## config.mk

```make
export PLATFORM = sky130hd
export DESIGN_NAME = uart_frame_tx
export DESIGN_NICKNAME = d
export VERILOG_FILES = /design/src/rtl/uart_tx_pkg.sv /design/src/rtl/tx_hold_reg.sv /design/src/rtl/tx_shift_engine.sv /design/src/rtl/tx_line_drive.sv /design/src/rtl/uart_frame_tx.sv
export SDC_FILE = /design/constraint.sdc
export NUM_CORES = 1
export LEC_CHECK = 0
export CORE_MARGIN = 3
export CORE_UTILIZATION = 55
export CTS_CLUSTER_SIZE = 24
export DETAILED_ROUTE_END_ITERATION = 10
export PLACE_DENSITY = 0.79
export SLEW_MARGIN = 10
export SYNTH_ARGS = -nofsm -noshare
export SYNTH_HDL_FRONTEND = slang
export SYNTH_HIERARCHICAL = 1
export SYNTH_SLANG_ARGS = --single-unit
```

## constraint.sdc

```tcl
create_clock -name clk -period 7.13 [get_ports clk]
set_input_delay 1.426 -clock clk [delete_from_list [all_inputs] [get_ports clk]]
set_output_delay 1.426 -clock clk [all_outputs]
set_load 0.02 [all_outputs]
```

## src/rtl/uart_tx_pkg.sv

```systemverilog
package uart_tx_pkg;

  localparam int DATA_W    = 8;
  localparam int FRAME_W   = DATA_W + 2;            // start + data + parity
  localparam int MAX_SLOTS = FRAME_W + 2;           // plus up to two stop slots
  localparam int SLOT_W    = $clog2(MAX_SLOTS + 1);

  // Layout of the format control byte; bit positions are part of the interface.
  typedef struct packed {
    logic       brk;     // [6] force line low
    logic       stick;   // [5] parity forced to ~even
    logic       even;    // [4] even parity select
    logic       par_en;  // [3] parity bit present
    logic       stop_x;  // [2] extended stop
    logic [1:0] len;     // [1:0] 5..8 data bits
  } tx_fmt_t;

  function automatic int unsigned data_len(logic [1:0] code);
    return 32'd5 + {30'd0, code};
  endfunction

  function automatic logic parity_of(logic [DATA_W-1:0] d, tx_fmt_t f);
    logic acc;
    acc = 1'b0;
    for (int i = 0; i < DATA_W; i++) begin
      if (i < int'(data_len(f.len))) acc = acc ^ d[i];
    end
    if (f.stick) return ~f.even;
    return f.even ? acc : ~acc;
  endfunction

  function automatic logic [SLOT_W-1:0] slot_count(tx_fmt_t f);
    int n;
    n = 1 + int'(data_len(f.len)) + (f.par_en ? 1 : 0) + (f.stop_x ? 2 : 1);
    return SLOT_W'(n);
  endfunction

  function automatic logic half_stop(tx_fmt_t f);
    return f.stop_x && (f.len == 2'b00);
  endfunction

  function automatic logic [FRAME_W-1:0] build_frame(logic [DATA_W-1:0] d, tx_fmt_t f);
    logic [FRAME_W-1:0] fr;
    int n;
    n  = int'(data_len(f.len));
    fr = '1;
    fr[0] = 1'b0;
    for (int i = 0; i < DATA_W; i++) begin
      if (i < n) fr[i+1] = d[i];
    end
    if (f.par_en) fr[n+1] = parity_of(d, f);
    return fr;
  endfunction

endpackage

```

## src/rtl/tx_hold_reg.sv

```systemverilog
module tx_hold_reg
  import uart_tx_pkg::*;
(
  input  logic              clk,
  input  logic              rst_n,
  input  logic              wr_en,
  input  logic [DATA_W-1:0] wr_data,
  input  logic              take,
  output logic [DATA_W-1:0] hold_data,
  output logic              hold_full
);

  logic [DATA_W-1:0] data_q;
  logic              full_q;

  always_ff @(posedge clk or negedge rst_n) begin
    if (!rst_n) begin
      data_q <= '0;
      full_q <= 1'b0;
    end else if (wr_en) begin
      // a new write always wins, even in the cycle the old byte is taken
      data_q <= wr_data;
      full_q <= 1'b1;
    end else if (take) begin
      full_q <= 1'b0;
    end
  end

  assign hold_data = data_q;
  assign hold_full = full_q;

endmodule

```

## src/rtl/tx_shift_engine.sv

```systemverilog
module tx_shift_engine
  import uart_tx_pkg::*;
#(
  parameter int OVERSAMPLE = 16
) (
  input  logic              clk,
  input  logic              rst_n,
  input  logic              tick,
  input  logic              load,
  input  logic [DATA_W-1:0] load_data,
  input  tx_fmt_t           load_fmt,
  output logic              line_bit,
  output logic              busy,
  output logic              slot_end,
  output logic              frame_end
);

  localparam int SUB_W = (OVERSAMPLE > 2) ? $clog2(OVERSAMPLE) : 1;
  localparam int HALF  = OVERSAMPLE / 2;

  logic               busy_q;
  logic [FRAME_W-1:0] shreg_q;
  tx_fmt_t            fmt_q;
  logic [SUB_W-1:0]   sub_q;
  logic [SLOT_W-1:0]  slot_q;

  logic               last_slot;
  logic [SUB_W-1:0]   sub_limit;

  always_comb begin
    last_slot = (slot_q == slot_count(fmt_q) - SLOT_W'(1));
    if (last_slot && half_stop(fmt_q)) sub_limit = SUB_W'(HALF - 1);
    else                               sub_limit = SUB_W'(OVERSAMPLE - 1);
  end

  assign slot_end  = busy_q && tick && (sub_q == sub_limit);
  assign frame_end = slot_end && last_slot;

  always_ff @(posedge clk or negedge rst_n) begin
    if (!rst_n) begin
      busy_q  <= 1'b0;
      shreg_q <= '1;
      fmt_q   <= '0;
      sub_q   <= '0;
      slot_q  <= '0;
    end else if (load) begin
      busy_q  <= 1'b1;
      shreg_q <= build_frame(load_data, load_fmt);
      fmt_q   <= load_fmt;
      sub_q   <= '0;
      slot_q  <= '0;
    end else if (busy_q && tick) begin
      if (slot_end) begin
        sub_q   <= '0;
        shreg_q <= {1'b1, shreg_q[FRAME_W-1:1]};
        slot_q  <= slot_q + SLOT_W'(1);
        if (last_slot) busy_q <= 1'b0;
      end else begin
        sub_q <= sub_q + SUB_W'(1);
      end
    end
  end

  assign line_bit = busy_q ? shreg_q[0] : 1'b1;
  assign busy     = busy_q;

endmodule

```

## src/rtl/tx_line_drive.sv

```systemverilog
module tx_line_drive (
  input  logic line_bit,
  input  logic brk,
  output logic txd
);

  // break acts on the pin only; the engine keeps its own timing
  assign txd = brk ? 1'b0 : line_bit;

endmodule

```

## src/rtl/uart_frame_tx.sv

```systemverilog
module uart_frame_tx
  import uart_tx_pkg::*;
#(
  parameter int OVERSAMPLE = 16
) (
  input  logic        clk,
  input  logic        rst_n,
  input  logic        baud_tick,
  input  logic        wr_en,
  input  logic [7:0]  wr_data,
  input  logic [6:0]  fmt_ctrl,
  output logic        txd,
  output logic        hold_empty,
  output logic        tx_empty
);

  tx_fmt_t           fmt_w;
  logic [DATA_W-1:0] hold_data;
  logic              hold_full;
  logic              sh_busy;
  logic              load_evt;
  logic              slot_end;
  logic              frame_end;
  logic              line_bit;

  assign fmt_w    = tx_fmt_t'(fmt_ctrl);
  assign load_evt = hold_full && !sh_busy;

  tx_hold_reg u_hold (
    .clk       (clk),
    .rst_n     (rst_n),
    .wr_en     (wr_en),
    .wr_data   (wr_data),
    .take      (load_evt),
    .hold_data (hold_data),
    .hold_full (hold_full)
  );

  tx_shift_engine #(.OVERSAMPLE(OVERSAMPLE)) u_engine (
    .clk       (clk),
    .rst_n     (rst_n),
    .tick      (baud_tick),
    .load      (load_evt),
    .load_data (hold_data),
    .load_fmt  (fmt_w),
    .line_bit  (line_bit),
    .busy      (sh_busy),
    .slot_end  (slot_end),
    .frame_end (frame_end)
  );

  tx_line_drive u_line (
    .line_bit (line_bit),
    .brk      (fmt_w.brk),
    .txd      (txd)
  );

  assign hold_empty = !hold_full;
  assign tx_empty   = !hold_full && !sh_busy;

endmodule

```

==> impl_metrics.ini <==
[worst_setup_path]
worst_ep_arrival_time_ps = 2570
critPathSlowestCell = clkdlybuf4s50_1
critPathTopFamily = buffers and inverters
path_cells = clkdlybuf4s50_1 -> nor2b_4 -> clkdlybuf4s50_1
critPathBufInv = 2
crit_path_frequent_cell = clkdlybuf4s50_1
worst_setup_path_start_kind = primary input
crit_type = primary input to output port
slowest_delay_ps = 590
required_ps = 5700
critPathMaxFanout = 1
endpoint_kind = output port

[routing]
vias = 1314
drt-vias-per-instance = 5.43
avgRoutedWirePerCell_um = 14.0
final_antenna_net_count = 0
routed_wl_um = 3400
first_pass_iters = 4
drc = 0
initialDrtViolationCount = 56

[power]
switchingPower_w = 0.000162
p_int_w = 0.000398
ir_drop_mv = 0.174
seq_power_share = 0.486
p_total_w = 0.000559
p_leak_nw = 0.995
p_comb_frac = 0.274
power_frac_clock = 0.239
power-per-cell-area_nw_per_um2 = 254
switching_share = 0.289

[job]
maxCapViolations = 0

[cts]
clkLatencyLatePin_ps = 330
ctsHoldBuffers = 0
cts.sinks = 32
cts-root-buf = clkbuf_4
post_cts.repair.setup_buffers = 0
cts_made_buffers = 5
clkTransAtPathRegs_ps = 100
cts_repair_resize_count = 0
cts_tree = built
cts-htree-levels = 2
clock_path_buffers = 2

[floorplanning]
rows = 20
die_area_um2 = 4160
start_util = 0.597
die_x_um = 64.5
core_um2 = 3150
num_io_pins = 22
die_h_um = 64.5

[timing]
slew-limit-headroom = 0.628
tightest_slew_ps = 556
timing.hold.ws_ps = 536
fin_crit_ps = 3990
fmax_mhz = 250
tns_ps = 0
hold_violations = 0
finalSetupViolations = 0
rsz0062_at_grt = no
layout_worst_path_cycle_share = 0.560
report.final.slew_viol_count = 0
clock_skew_ps = 8.95

[placed_design]
place.gp.congestion = 0.751
hpwl_um = 2420
port_buffers = 21
dpl.cell_count = 234

[synth]
netlist_area_um2 = 1880
syn_inst = 173
yosysWarnings = 6
synth_nets = 200
syn_avg_cell_area_um2 = 10.9

[global_routing]
grt_usage = 0.194
grt_overflow_total = 0
grt_max_degree = 33
grt_pass1_wl_um = 6140
grt_pass1_vias = 1413
antenna_found_initial = 0

[finish]
layout_common_cells = dfrtp_1, clkdlybuf4s50_1, nand2_1, nor2_1, inv_1
drive_gt1_frac = 0.212
antennaDiodeCount = 0
instances_no_fill = 242
area_growth_pct = 17.1
fin_nets = 224
layout_commonest_cell = dfrtp_1

[hold_path]
hp-class = register to register

[status]
status = complete, no violations
## power by group through the flow
stage,sequential (W),combinational [W],clock [W]
5_1_grt,0.000281,0.000174,0.000148
2_1_floorplan,0.000266,0.000122,0
3_5_place_dp,0.000276,0.000152,0
4_1_cts,0.000272,0.000155,0.000139
3_3_place_gp,0.000272,0.000147,0
6_report,0.000272,0.000153,0.000134
## tightest hold or removal path, cell delays in order, from the launching register on
cell	delay, ps
dfstp_2	380
mux2i_1	110
nor2_1	50
## registers in the layout, summed over array words and instances (netlist names)
name / count
u_engine/shreg_q: 10
u_engine/fmt_q: 4
u_engine/slot_q: 4
u_hold/hold_full: 1
u_engine/busy: 1
u_engine/sub_q: 4
u_hold/hold_data: 8
## layout make-up
type | instances | area, µm²
multi-input combinational | 123 | 986
fill | 241 | 948
tap | 44 | 55.1
clock inverter | 2 | 35.0
timing repair buffer | 24 | 233
inverter | 11 | 41.3
clock buffer | 6 | 41.3
sequential | 32 | 813
## metal layers
metal / vias to the layer above / GRT usage / part of all wire
met5: - / 0 / 0
met4: 0 / 0.0897 / 0.024
met3: 9 / 0.0433 / 0.033
met2: 25 / 0.345 / 0.50
met1: 626 / 0.220 / 0.44
li1: 654 / - / -
## final timing paths
path	end	slack, ps	startpoint	cells past startpoint
worst max-delay path	txd	3140	fmt_ctrl[6]	3
worst min register to register	u_engine/shreg_q[0]	540	u_engine/shreg_q[1]	2
worst min-delay path	u_engine/shreg_q[0]	540	u_engine/shreg_q[1]	2
worst max register to register	u_engine/shreg_q[8]	3980	u_engine/fmt_q[2]	11
max in group asynchronous	u_engine/shreg_q[9]	5330	rst_n	2
min in group asynchronous	u_engine/slot_q[0]	1480	rst_n	2
## through the flow
stage,util,setup slack [ps],area [µm²]
finish,0.699,3140,2200
global route,0.699,3100,2200
CTS,0.699,3130,2200
detailed placement,0.675,3130,2130
global placement,0.675,3130,2130
floorplan,-,4130,1880
No activity file was read; power rests on OpenSTA's default activity.
